### config.mk
export PLATFORM = sky130hd
export DESIGN_NAME = ring_fifo_slice
export DESIGN_NICKNAME = d
export VERILOG_FILES = /design/src/rtl/ring_fifo_pkg.sv /design/src/rtl/ring_ptr.sv /design/src/rtl/ring_token.sv /design/src/rtl/ring_store.sv /design/src/rtl/ring_fifo_slice.sv
export SDC_FILE = /design/constraint.sdc
export NUM_CORES = 1
export LEC_CHECK = 0
export ABC_AREA = 1
export BUFFER_PORTS_ARGS = -buffer_cell sky130_fd_sc_hd__buf_2
export CAP_MARGIN = 40
export CORE_MARGIN = 2
export CORE_UTILIZATION = 50
export DETAILED_ROUTE_END_ITERATION = 8
export GPL_TIMING_DRIVEN = 0
export PLACE_DENSITY = 0.69
export SLEW_MARGIN = 15
export SYNTH_ARGS = -nofsm -noshare
export SYNTH_HDL_FRONTEND = slang
export SYNTH_SLANG_ARGS = --single-unit
### constraint.sdc
create_clock -name clk -period 1.8 [get_ports clk]
set_clock_uncertainty 0.05 [all_clocks]
set_input_delay 0.18 -clock clk [delete_from_list [all_inputs] [get_ports clk]]
set_output_delay 0.18 -clock clk [all_outputs]
set_load 0.02 [all_outputs]
### src/rtl/ring_fifo_pkg.sv
package ring_fifo_pkg;

  localparam int HOP_WR_BIT = 0;
  localparam int HOP_RD_BIT = 1;

  typedef logic [1:0] hop_t;

  // Build the handoff code from the two independent last-location events.
  function automatic hop_t hop_code(input logic wr_hop, input logic rd_hop);
    hop_t c;
    c = '0;
    c[HOP_WR_BIT] = wr_hop;
    c[HOP_RD_BIT] = rd_hop;
    return c;
  endfunction

endpackage

### src/rtl/ring_ptr.sv
module ring_ptr #(
  parameter int DEPTH = 16,
  localparam int AW = $clog2(DEPTH)
) (
  input  logic          clk,
  input  logic          rst_n,
  input  logic          adv,
  output logic [AW-1:0] ptr,
  output logic          at_last
);

  localparam logic [AW-1:0] LAST = AW'(DEPTH - 1);

  function automatic logic [AW-1:0] step(input logic [AW-1:0] p);
    return (p == LAST) ? '0 : p + 1'b1;
  endfunction

  assign at_last = (ptr == LAST);

  always_ff @(posedge clk) begin
    if (!rst_n)   ptr <= '0;
    else if (adv) ptr <= step(ptr);
  end

  AST_PTR_WRAP: assert property (@(posedge clk) disable iff (!rst_n)
    (adv && at_last) |=> (ptr == '0));

  AST_PTR_HOLD: assert property (@(posedge clk) disable iff (!rst_n)
    !adv |=> $stable(ptr));

endmodule

### src/rtl/ring_token.sv
module ring_token (
  input  logic clk,
  input  logic rst_n,
  input  logic init,
  input  logic drop,
  input  logic grant,
  output logic own
);

  always_ff @(posedge clk) begin
    if (!rst_n) own <= init;
    else        own <= (own & ~drop) | grant;
  end

  AST_TOKEN_GRANT: assert property (@(posedge clk) disable iff (!rst_n)
    grant |=> own);

  AST_TOKEN_DROP: assert property (@(posedge clk) disable iff (!rst_n)
    (drop && !grant) |=> !own);

endmodule

### src/rtl/ring_store.sv
module ring_store #(
  parameter int DEPTH = 16,
  parameter int WIDTH = 9,
  localparam int AW = $clog2(DEPTH)
) (
  input  logic             clk,
  input  logic             we,
  input  logic [AW-1:0]    waddr,
  input  logic [WIDTH-1:0] wdata,
  input  logic [AW-1:0]    raddr,
  output logic [WIDTH-1:0] rdata
);

  logic [WIDTH-1:0] mem [DEPTH];

  always_ff @(posedge clk) begin
    if (we) mem[waddr] <= wdata;
  end

  assign rdata = mem[raddr];

endmodule

### src/rtl/ring_fifo_slice.sv
module ring_fifo_slice
  import ring_fifo_pkg::*;
#(
  parameter int DEPTH = 16,
  parameter int WIDTH = 9
) (
  input  logic             clk,
  input  logic             rst_n,
  input  logic             lead_slice,
  input  logic             wr_en,
  input  logic [WIDTH-1:0] wr_data,
  input  logic             rd_en,
  input  logic [1:0]       hop_in,
  output logic [WIDTH-1:0] rd_data,
  output logic             empty,
  output logic             full,
  output logic [1:0]       hop_out
);

  localparam int AW = $clog2(DEPTH);
  localparam int CW = AW + 1;
  localparam logic [CW-1:0] FULL_CNT = CW'(DEPTH);

  logic          wr_tok, rd_tok;
  logic [AW-1:0] wptr, rptr;
  logic          w_last, r_last;
  logic          wr_acc, rd_acc;
  logic          wr_hop, rd_hop;
  logic [CW-1:0] occ;
  logic [WIDTH-1:0] store_q;

  function automatic logic [CW-1:0] occ_step(input logic [CW-1:0] c,
                                             input logic inc, input logic dec);
    case ({inc, dec})
      2'b10:   return c + 1'b1;
      2'b01:   return c - 1'b1;
      default: return c;
    endcase
  endfunction

  assign empty  = (occ == '0);
  assign full   = (occ == FULL_CNT);
  assign wr_acc = wr_en & wr_tok & ~full;
  assign rd_acc = rd_en & rd_tok & ~empty;
  assign wr_hop = wr_acc & w_last;
  assign rd_hop = rd_acc & r_last;
  assign hop_out = hop_code(wr_hop, rd_hop);
  assign rd_data = (rd_tok && !empty) ? store_q : '0;

  ring_token u_wtok (
    .clk(clk), .rst_n(rst_n), .init(lead_slice),
    .drop(wr_hop), .grant(hop_in[HOP_WR_BIT]), .own(wr_tok)
  );

  ring_token u_rtok (
    .clk(clk), .rst_n(rst_n), .init(lead_slice),
    .drop(rd_hop), .grant(hop_in[HOP_RD_BIT]), .own(rd_tok)
  );

  ring_ptr #(.DEPTH(DEPTH)) u_wptr (
    .clk(clk), .rst_n(rst_n), .adv(wr_acc), .ptr(wptr), .at_last(w_last)
  );

  ring_ptr #(.DEPTH(DEPTH)) u_rptr (
    .clk(clk), .rst_n(rst_n), .adv(rd_acc), .ptr(rptr), .at_last(r_last)
  );

  ring_store #(.DEPTH(DEPTH), .WIDTH(WIDTH)) u_store (
    .clk(clk), .we(wr_acc), .waddr(wptr), .wdata(wr_data),
    .raddr(rptr), .rdata(store_q)
  );

  always_ff @(posedge clk) begin
    if (!rst_n) occ <= '0;
    else        occ <= occ_step(occ, wr_acc, rd_acc);
  end

  AST_NO_OVERFLOW: assert property (@(posedge clk) disable iff (!rst_n)
    occ <= FULL_CNT);

  AST_FULL_HOLD: assert property (@(posedge clk) disable iff (!rst_n)
    (full && !rd_acc) |=> full);

  AST_EMPTY_NO_READ: assert property (@(posedge clk) disable iff (!rst_n)
    empty |=> $stable(rptr));

  AST_HOP_SINGLE: assert property (@(posedge clk) disable iff (!rst_n)
    $onehot0(hop_out));

  AST_WR_HANDOFF: assert property (@(posedge clk) disable iff (!rst_n)
    hop_out[HOP_WR_BIT] |=> (wptr == '0));

endmodule

# Word level (Yosys, flattened, before mapping)
# Memories as Yosys holds them, arrays and structs flattened. A register that Yosys moved wholly into a read port is not among the register bits.
# Cells that the tools add are included.
# Widths: inputs -> output; s select.
# totals
ramBits	144
memories	1
in_bits	16
ff_bits	15
# op_classes
reduce_logical	4
addsub	4
bitwise	14
mux	10
eq_ne	5
# mem_list
name	depth	width	rd	rd_ports_with_merged_regs	write_ports	line_no	source
u_store.mem	16	9	1	1	1	ring_store.sv:14	logic [WIDTH-1:0] mem [DEPTH];
# ops
operator	count
$mux 4	4
$pmux 5 s2	1
$mux 9	1
$add 4x1->4 const B	2
$and 1x1->1	8
$eq 4x4->1 const B	2
$add 5x1->5 const B	1
$eq 5x5->1 const B	1
$logic_not 5->1	1
$sub 5x1->5 const B	1
$mux 1	4
$not 1->1	4
$eq 2x1->1 const B	1
$eq 2x2->1 const B	1
$or 1x1->1	2
$reduce_bool 2->1	1
$logic_and 1x1->1	1
$logic_not 1->1	1

# Longest topological paths before layout
# Gate-level depths: netlist of run 1.
# logic_depth
depth_word	8
ltp_mapped	16
ltp_nobuf	16

# Hierarchy
# From an unflattened synthesis of run 1, not the netlist that was laid out.
# hier_totals
cells_unflattened	764
area_unflattened_um2	7308.3
# by_module_without_submodules
mod	cells_each	area_each_um2	n_inst	seq_area_each_um2
ring_store	606	6322.3	1	4324.1
ring_fifo_slice	86	508.0	1	100.1
ring_ptr	29	195.2	2	80.1
ring_token	7	43.8	2	20.0

# Worst setup path after synthesis of run 1
# No wires, ideal clock.
# synth_path
path_type	reg-to-reg
start	register occ[3]
end	register occ[4]
setup_slack_ns	-0.180
stages_incl_launch_ff	17
path_buffers	0
required_ns	1.633
synth_period_minus_slack_ns	1.980
arrival_time_ns	1.813
setup_time_ns	0.117
cell_sequence	dfxtp_1 nor2_1 nand4_1 nand2_2 inv_2 ha_1 nand2_1 inv_1 nor2_1 ha_1 inv_1 nand2_1 nand3_1 nand3_1 nand2_1 nor2_1 nor2_1
# synth_between
elab_chain_cells	5
elab_cells_between_ends	12
cone_classes	2 x add/sub; 3 x eq/ne; 1 x mux; 4 x bitwise; 2 x reduce/logical
# synth_rtl
element	line_no	source
from (decl)	ring_fifo_slice.sv:29	logic [CW-1:0] occ;
from (signal assigned)	ring_fifo_slice.sv:75	else occ <= occ_step(occ, wr_acc, rd_acc);
$eq 5x5->1 / $logic_not 5->1 (equally long branches)	ring_fifo_slice.sv:42, ring_fifo_slice.sv:41	
$not 1->1 (on tied branches)	ring_fifo_slice.sv:43, ring_fifo_slice.sv:44	
$and 1x1->1 (on tied branches)	ring_fifo_slice.sv:43, ring_fifo_slice.sv:44	
$eq 2x1->1 / $eq 2x2->1 (equally long branches)	ring_fifo_slice.sv:34	case ({inc, dec})
$pmux 5 s2 / $reduce_bool 2->1 (equally long branches)	--	
# Several ways; a longest one is shown, not always the timed one.
# A chain may end at the register's enable or synchronous reset.

==> run summary, run 1 <==
The horizontal die dimension was 124.4 um; the per-cell via count in the routed design was 5.367. The first detailed-routing pass ran for 5 iterations. The cell area that synthesis handed to floorplanning was 0.007246 sq mm. For this run, the top clock speed supported by timing is 460.4 MHz.

The detailed router finished its first iteration with 646 violations. The detail route stage leaves a number of antenna-violating nets equal to 0. The part of the total power dissipated in the clock network was 30.4%; the number of max-cap violations was 0. After clock tree synthesis, the clock-pin slew on the worst setup and hold paths is 0.07 ns.

The initial antenna violation count was 0; the combinational power share was 31.9%. The number of endpoints with negative hold slack in the final report came out at 0. The number of cells on the worst reg-to-reg path works out to 16. The logs give 17 for the largest net degree at the start of global routing and 0.06630 ns for the tightest hold margin. Summing the areas of all compound-gate instances in the mapped netlist gives 2.659% of the synthesized area. The endpoint identified for the worst register-to-register timing path is occ[4]. For the antenna diode instance count, the log shows 0. Flip-flop and latch count after synthesis: 163. The run gives 17 as the number of buffers created by CTS. The setup check on the worst reg-to-reg path leaves a slack of -0.26 ns. The type of origin of the critical path was a flop. After the flow finishes, the layout carries non-filler instances totaling 1,027.

Number of enable-type register cells in the synthesized netlist: 144. The number of nets in the synthesized netlist is 767. The worst min-delay path category was input port to flop. Ranked by total cell area, the synthesized netlist is headed by sky130_fd_sc_hd__edfxtp_1, sky130_fd_sc_hd__nand2_1, sky130_fd_sc_hd__nand3_1. Measured on the finished design, the core utilization comes to 67.17%. After floorplanning, the core was sized to cover 0.01404 sq mm.

After global routing the overflow that remains totals 0. The count of warnings emitted by yosys was 0. The clock net sink count is 163.

The setup path with the least slack is of type flop to output pin. In this run the power density over the cells is 1244 mW/mm^2. The tools report the origin of the worst min-delay path as lead_slice.

Of the total synthesized cell area, the portion taken by AND, OR, NAND and NOR gates is 21.97%. The count of buffers added on input and output ports is 28. The worst hold path cell count came out at 5. A synthesized cell averages 9.765 sq um. TritonCTS built the clock tree.

Of the cells placed in the final design, the portion with a size suffix greater than 1 is 28.57%. By area, the combinational part of the netlist is dominated by simple AND/OR/NAND/NOR gates. The analysis attributes to cell leakage a power of 0.003969 uW. The final routed DRC violation total came out at 0. Once the floorplan was initialized, standard cells occupied 51.60% of the core.

The worst path needs 2.172 ns of the cycle, external delays included. The tools report the via count of the first global-routing pass as 5,240. For this run, asynchronously set or reset flops after synthesis account for 0%.

The tools report the first-pass GRT wire length as 27,940 um. No sink is reached through more buffers than the 2 on the longest clock path. Detailed placement ended at an HPWL of 11,300 um. The worst pin sits at a relative slew slack of 57.31%.

Compared with the post-synthesis result, the final layout area differs by 30.17%. The internal portion of the total power is 7861 uW. After detailed routing, the average wire length per cell comes to 18.80 um. Ranked by instance count, the synthesized netlist is headed by sky130_fd_sc_hd__nand2_1, sky130_fd_sc_hd__edfxtp_1, sky130_fd_sc_hd__inv_1. The run gives 15 as the count of endpoints failing setup in the final report. Most used flip-flop cell after synthesis: sky130_fd_sc_hd__edfxtp_1. The total via count in the routed design is 5,512. For the pin with the worst max-slew slack, the measured transition is 0.6403 ns. The XOR/XNOR share of the synthesized area works out to 0.2418%. The final layout contains 859 nets.

Global routing used 23.90% of the available tracks. Most frequently used cell type in the post-synthesis netlist: sky130_fd_sc_hd__nand2_1. The largest fanout of any net on the critical path was 10; the post-route total power was 11,730 uW. The run gives 0.01547 sq mm as the area of the die. The overall routed net length is 19,300 um. Setup slack at placement: -0.3699 ns. STA classifies the critical path endpoint as an output pin.

For the weighted congestion reported at the end of routability-driven placement, the log shows 0.9679. Across the VDD grid, the largest voltage drop is 0.7920 mV. The final reports fail on setup timing.

Cell type contributing the most total cell area after synthesis: sky130_fd_sc_hd__edfxtp_1. In this run the number of H-tree levels came out at 4. After Yosys synthesis, full adders, half adders and majority gates account for 1.554% of the synthesized area.

In this run, flip-flops and latches consume 37.7% of the power. The post-synthesis cell count is 742. The boundary pin count is 29, and the switching fraction of total power is 32.99%.

Setup repair after global routing could not meet its margin everywhere. Clock tree synthesis selected as its root buffer the cell sky130_fd_sc_hd__clkbuf_16. The run gives 1.94 ns as the data arrival time of the critical path. In this run the core area contains 43 standard-cell rows.

The logs give 24 for the unique cell type count in the Yosys netlist and 0 for the number of max-slew violations in the final report. The flow ran to the end, but the final reports show violations. The die height came out at 124.4 um.

The final worst-path cycle share works out to 120.7%. The sequential fraction of the synthesis area is 64.93%, and the post-route worst setup slack is -0.3718 ns. The clock network latency to the later pin of the worst-skew pair was 0.44 ns. Data on the critical path is required at its endpoint by 1.57 ns. The share of the synthesized area in the top cell type came out at 59.68%. Once placement completed, the tool counted placed cells totaling 957.

Mux share of post-synthesis cell area: 0%. End point of the most critical hold path: u_wtok.own. The startpoint identified for the worst register-to-register timing path is occ[2].

For this design the total switching power over the nets is 3870 uW.
==> routing by layer <==
layer	track usage, %	up-vias	part of all wire [%]
li1	-	2593	-
met1	31.47	2609	40
met2	39.05	263	50
met3	5.155	47	7.6
met4	9.055	0	2.9
met5	0	-	0
==> worst max-delay path by stage <==
stage,to,slack (ns),cells past startpoint
floorplan,occ[4],-0.12,16
global placement,u_store.mem[7][3],-0.56,4
detailed placement,u_store.mem[13][1],-0.37,6
CTS,rd_data[1],-0.37,12
global route,rd_data[3],-0.44,9
finish,rd_data[3],-0.37,9
==> critical path, stage by stage, from the launching register on <==
cell                      delay [ns]
sky130_fd_sc_hd__dfxtp_4        0.41
sky130_fd_sc_hd__buf_6          0.15
sky130_fd_sc_hd__buf_12         0.14
sky130_fd_sc_hd__nor2_2         0.10
sky130_fd_sc_hd__nor2_1         0.04
sky130_fd_sc_hd__o21ai_1        0.11
sky130_fd_sc_hd__nand3_1        0.12
sky130_fd_sc_hd__a21oi_2        0.22
sky130_fd_sc_hd__nor2_4         0.07
sky130_fd_sc_hd__buf_6          0.13
==> registers in the layout (all words and copies together), names as in the netlist, named ones only <==
signal,flops
u_store.mem,144
occ,5
u_rptr.ptr,4
u_wptr.ptr,4
u_rtok.own,1
u_wtok.own,1
==> layout by cell type, fill, tap and decap left out, types with 4 or more instances in the layout <==
cell	count
sky130_fd_sc_hd__ha_4	5
sky130_fd_sc_hd__buf_4	25
sky130_fd_sc_hd__clkinv_4	4
sky130_fd_sc_hd__nor2_4	22
sky130_fd_sc_hd__o21ai_0	6
sky130_fd_sc_hd__nand2_2	23
sky130_fd_sc_hd__inv_6	4
sky130_fd_sc_hd__a21oi_1	14
sky130_fd_sc_hd__inv_1	96
sky130_fd_sc_hd__buf_6	33
sky130_fd_sc_hd__nand3_1	66
sky130_fd_sc_hd__nand2_4	6
sky130_fd_sc_hd__nor2_2	9
sky130_fd_sc_hd__o21ai_1	9
sky130_fd_sc_hd__a21oi_2	6
sky130_fd_sc_hd__dlygate4sd3_1	4
sky130_fd_sc_hd__nand3_2	16
sky130_fd_sc_hd__buf_12	10
sky130_fd_sc_hd__dfxtp_4	5
sky130_fd_sc_hd__ha_1	4
sky130_fd_sc_hd__clkinvlp_4	5
sky130_fd_sc_hd__dfxtp_1	12
sky130_fd_sc_hd__clkbuf_16	18
sky130_fd_sc_hd__nor2_1	21
sky130_fd_sc_hd__inv_2	7
sky130_fd_sc_hd__edfxtp_1	144
sky130_fd_sc_hd__buf_2	21
sky130_fd_sc_hd__nand2_1	218
==> area by class of cell <==
| cell class | count | area, sq um |
|---|---|---|
| inverters | 110 | 452.9 |
| multi-input cells | 440 | 2416 |
| clock inverters | 15 | 157.7 |
| flip-flops and latches | 163 | 4726 |
| plain buffers | 26 | 267.8 |
| repair buffers | 76 | 760.7 |
| clock buffers | 17 | 425.4 |
| well taps | 180 | 225.2 |
| fillers | 994 | 4611 |
==> cell families after synthesis <==
group / after synthesis
AO/OA/AOI/OAI: 38
XOR/XNOR: 2
adder cells (fa/ha/maj): 9
buffers and inverters: 139
flip-flops: 163
AND/OR/NAND/NOR: 391
==> what timing repair did <==
action | CTS | global route
gates cloned | 1 | 3
hold buffers | 4 | 0
pin swaps | 25 | 42
hold endpoints to repair | 4 | 0
buffers inserted | 18 | 16
endpoints found under the setup margin | 101 | 134
resized for setup | 140 | 78
==> power by group through the flow <==
| stage | sequential, uW | combinational [uW] | clock (uW) |
|---|---|---|---|
| after floorplan | 4400 | 1750 | 0 |
| after global placement | 4410 | 2480 | 0 |
| after detailed placement | 4420 | 2540 | 0 |
| after CTS | 4370 | 3410 | 3600 |
| after global routing | 4430 | 4020 | 3750 |
| final | 4420 | 3740 | 3570 |
==> metrics by stage <==
step                TNS, ns  instance area (sq um)
floorplan           -0.1754                   7269
global placement     -40.19                   7635
detailed placement   -22.39                   7692
CTS                  -4.523                   8959
global route         -5.532                   9432
finish               -4.025                   9432
Note: power is estimated with default switching activity, not from simulation.
==> inputs of run 2 (changes only) <==
--- a/config.mk
+++ b/config.mk
@@ -6,14 +6,14 @@
 export NUM_CORES = 1
 export LEC_CHECK = 0
 export ABC_AREA = 1
-export BUFFER_PORTS_ARGS = -buffer_cell sky130_fd_sc_hd__buf_2
 export CAP_MARGIN = 40
 export CORE_MARGIN = 2
 export CORE_UTILIZATION = 50
 export DETAILED_ROUTE_END_ITERATION = 8
+export DONT_BUFFER_PORTS = 1
 export GPL_TIMING_DRIVEN = 0
-export PLACE_DENSITY = 0.69
 export SLEW_MARGIN = 15
 export SYNTH_ARGS = -nofsm -noshare
 export SYNTH_HDL_FRONTEND = slang
+export SYNTH_HIERARCHICAL = 1
 export SYNTH_SLANG_ARGS = --single-unit
==> constraint.sdc (replaced) <==
create_clock -name clk -period 2.7 [get_ports clk]
set_clock_uncertainty 0.05 [all_clocks]
set_input_delay 0.27 -clock clk [delete_from_list [all_inputs] [get_ports clk]]
set_output_delay 0.27 -clock clk [all_outputs]
set_load 0.02 [all_outputs]
==> run summary, run 2 <==
The flow ran to the end, and the final reports show no timing, DRC or antenna violations. The worst setup path is captured at an output pin. The final routed DRC violation total was 0 (unchanged); the largest net degree at the start of global routing was 17 (unchanged). The final core area utilization is 57.54% (-9.6 points), and the quantity of I/O buffers inserted on ports is 0 (-100%). The sequential fraction of the synthesis area was 63.28% (-1.7 points); the final antenna-violating net count was 0 (unchanged). The run gives 764 (+3.0%) as the post-synthesis cell count. The part of the total power dissipated in the clock network was 30.9% (+0.5 points); the net count of the finished layout was 831 (-3.3%). The proportion of power drawn by flip-flops and latches is 41.4% (+3.7 points), and the highest attainable clock frequency is 394.4 MHz. The number of max-slew violations in the final report came out at 0 (unchanged).

From synthesis to final layout, the design area changed by 13.56%. For the clock network latency to the later pin of the worst-skew pair, the log shows 0.42 ns (-0.02 ns). The number of buffers created by CTS was 17 (unchanged); the number of enable-type register cells in the synthesized netlist was 144 (unchanged). The number of nets produced by synthesis was 787 (+2.6%); the total negative setup slack was 0 ns (+4.025 ns).

The area of the die was 0.01560 sq mm (+0.84%). The count of warnings emitted by yosys came out at 6 (+6). For the combinational power share, the log shows 27.7% (-4.2 points).

The setup slack at placement is 0.4087 ns (+0.7786 ns), and the post-route worst setup slack is 0.1645 ns (+0.5363 ns). For the number of max-cap violations, the log shows 0 (unchanged). Ranked by instance count, the synthesized netlist is headed by sky130_fd_sc_hd__nand2_1, sky130_fd_sc_hd__inv_1, sky130_fd_sc_hd__edfxtp_1. The share of synthesized cell area in full adder, half adder and majority cells works out to 1.301% (-0.25 points).

Flip-flop and latch count after synthesis: 159 (-2.5%). The half-perimeter wire length after detailed placement was 12,130 um (+7.4%); the per-cell via count in the routed design was 5.201 (-3.1%). The logs give 0.40 ns (+0.66 ns) for the worst-case register-to-register setup slack and 5,088 (-2.9%) for the via count of the first global-routing pass. The worst min-delay path category was input port to flop. The total via count in the routed design was 5,227 (-5.2%). The smallest clock period supported by the final layout is computed as 2.536 ns.

The run gives 2 (unchanged) as the maximum buffer depth of the clock tree. The tree is rooted in a sky130_fd_sc_hd__clkbuf_16. The data required time at the worst endpoint came out at 2.38 ns (+0.81 ns). The boundary pin count was 29 (unchanged).

TritonCTS built the clock tree. Yosys attributes the largest share of cell area to sky130_fd_sc_hd__edfxtp_1, sky130_fd_sc_hd__nand2_1, sky130_fd_sc_hd__nand3_1. The tools report the post-detailed-placement cell area as 0.007614 sq mm (-1.0%).

The most common cell after layout, fill and taps aside is sky130_fd_sc_hd__nand2_1. Global route total overflow: 0 (unchanged). The data arrival time of the critical path was 2.22 ns (+0.28 ns).

The cell-internal power was 4603 uW (-41%); the detailed-routing iteration count for the pre-antenna-repair pass was 7 (+2). The area of combinational cells with multiple inputs came out at 0.001886 sq mm (-22%). The unique cell type count in the Yosys netlist was 25 (+4.2%); the fraction of final layout cells with drive strength greater than 1 was 9.135% (-19 points). sky130_fd_sc_hd__nand2_1 is the most common cell in the netlist. Dividing the final minimum period by the clock period gives 93.91%. The worst setup path is launched from a flop. The area of all placed cells without fillers is 0.008299 sq mm (-12%). The area used by sequential logic in the layout is 0.004624 sq mm (-2.1%).

The overall routed net length was 18,130 um (-6.1%); the level count of the clock H-tree was 4 (unchanged). The worst vdd rail ir drop is 0.4556 mV (-42%). The largest fanout of any net on the critical path is 10 (unchanged).

The initial standard-cell utilization of the core was 50.67% (-0.93 points). The area fraction in compound gates after synthesis is 1.164% (-1.5 points). The cell type contributing the most total cell area after synthesis is sky130_fd_sc_hd__edfxtp_1. For the power spent charging and discharging nets, the log shows 2262 uW (-42%). In the synthesized netlist the dominant register cell turns out to be sky130_fd_sc_hd__edfxtp_1. The ratio of total power to cell area works out to 827.2 mW/mm^2 (-33%).

By area, the combinational part of the netlist is dominated by simple AND/OR/NAND/NOR gates. Antenna diode instance count: 0 (unchanged). In the layout the commonest cells are sky130_fd_sc_hd__nand2_1, sky130_fd_sc_hd__inv_1, sky130_fd_sc_hd__edfxtp_1. The logs give 6865 uW (-41%) for the post-route total power and 159 (-2.5%) for the clock net sink count. The run gives 0.007308 sq mm (+0.86%) as the synthesized area.

The tools report the relative slew slack as 42.69% (-15 points). The largest registers in the layout are u_store/mem x144, occ x5. For the number of endpoints with negative hold slack in the final report, the log shows 0 (unchanged). Setup repair after global routing left no endpoint under its margin.

The post-CTS setup buffer count is 0 (-18). The filler cell count in the final layout came out at 1,271 (+28%). The run gives 0 (-15) as the count of endpoints failing setup in the final report.

The mux share of post-synthesis cell area was 0% (unchanged). Weighted congestion reported at the end of routability-driven placement: 0.8313 (-14%). Async set or reset register ratio after synthesis: 0% (unchanged). The post-synthesis average cell area came out at 9.566 sq um (-2.0%).

The worst setup path is of the flop to output pin kind. The XOR/XNOR share of the synthesized area is 0.1198% (-0.12 points), and the share of the synthesized area in the top cell type is 59.17% (-0.51 points). Largest register by flop count: u_store/mem.

Overall routing resource usage: 24.35% (+0.45 points). The die height works out to 124.9 um (+0.42%). The run gives 0 (unchanged) as the initial antenna violation count. The DRC marker count from the first detailed-route iteration is 519 (-20%), and the number of flip-flops under the largest register name is 144 (unchanged).

The first-pass GRT wire length was 28,010 um (+0.25%); the simple-gate area share of the yosys netlist was 23.04% (+1.1 points). The actual transition at the worst max-transition pin is 0.8564 ns (+0.2161 ns). The switching fraction of total power is 32.95% (-0.043 points).

The cell row count is 44 (+2.3%), and the clock edge transition at the registers on the reported setup and hold paths is 0.06 ns (about the same). The standby leakage power was 0.003691 uW (-7.0%); the area of the core was 0.01442 sq mm (+2.7%). The average wire per cell in the routed design is 18.04 um (-4.0%), and the horizontal die dimension is 124.9 um (+0.42%).
[run 2: critical path, stage by stage, from the launching register on]
cell                       delay (ns)
sky130_fd_sc_hd__dfxtp_1         0.43
sky130_fd_sc_hd__clkbuf_4        0.29
sky130_fd_sc_hd__inv_2           0.13
sky130_fd_sc_hd__buf_2           0.21
sky130_fd_sc_hd__nand3_1         0.14
sky130_fd_sc_hd__nand3_1         0.13
sky130_fd_sc_hd__nand2_1         0.11
sky130_fd_sc_hd__inv_1           0.04
sky130_fd_sc_hd__nor2_1          0.30
[run 2: metal layers]
layer	global-route usage (%)	wire length, um
met3	5.284	1000
met1	31.96	7853
met4	10.52	633
met5	0	0
met2	39.44	8640
[run 2: metrics by stage]
stage,instances,hold slack [ns]
3_3_place_gp,948,0.3205
2_1_floorplan,764,0.3189
5_1_grt,1005,0.07609
3_5_place_dp,958,0.3202
6_report,1005,0.06702
4_1_cts,1003,0.03668
[run 2: logic make-up after synthesis]
logic type,after synthesis
buffers and inverters,182
adders and majority gates,7
and+or+nand+nor,398
xor gates and xnor gates,1
DFF,159
AOI/OAI and AO/OA,17
[run 2: timing repair]
item / CTS / global route
hold endpoints to repair: 156 / 0
endpoints found under the setup margin: 0 / 7
hold buffers: 13 / 0
resized for setup: 0 / 6
[run 2: cell type report]
| class | instances | share of cell area, % |
|---|---|---|
| Buffer | 28 | 2.714 |
| Sequential cell | 159 | 55.72 |
| Multi-Input combinational cell | 423 | 22.72 |
| Clock inverter | 11 | 0.8895 |
| Clock buffer | 21 | 5.307 |
| Timing Repair Buffer | 25 | 2.789 |
| Tap cell | 184 | 2.774 |
| Inverter | 154 | 7.086 |
[run 2: worst paths after layout]
| path | start | to | depth (start not counted) |
|---|---|---|---|
| worst max-delay path | u_rptr/ptr[2] | rd_data[2] | 8 |
| worst min-delay path | rst_n | occ[3] | 4 |
| worst max register to register | occ[0] | u_store/mem[9][0] | 6 |
| worst min register to register | u_wtok/own | u_wtok/own | 2 |
[run 2: power groups by stage]
stage	Combinational (uW)	Sequential [uW]	Clock (uW)
finish	1900	2840	2120
global route	2080	2850	2260
CTS	1870	2840	2160
detailed placement	1800	2890	0
global placement	1750	2890	0
floorplan	1320	2880	0
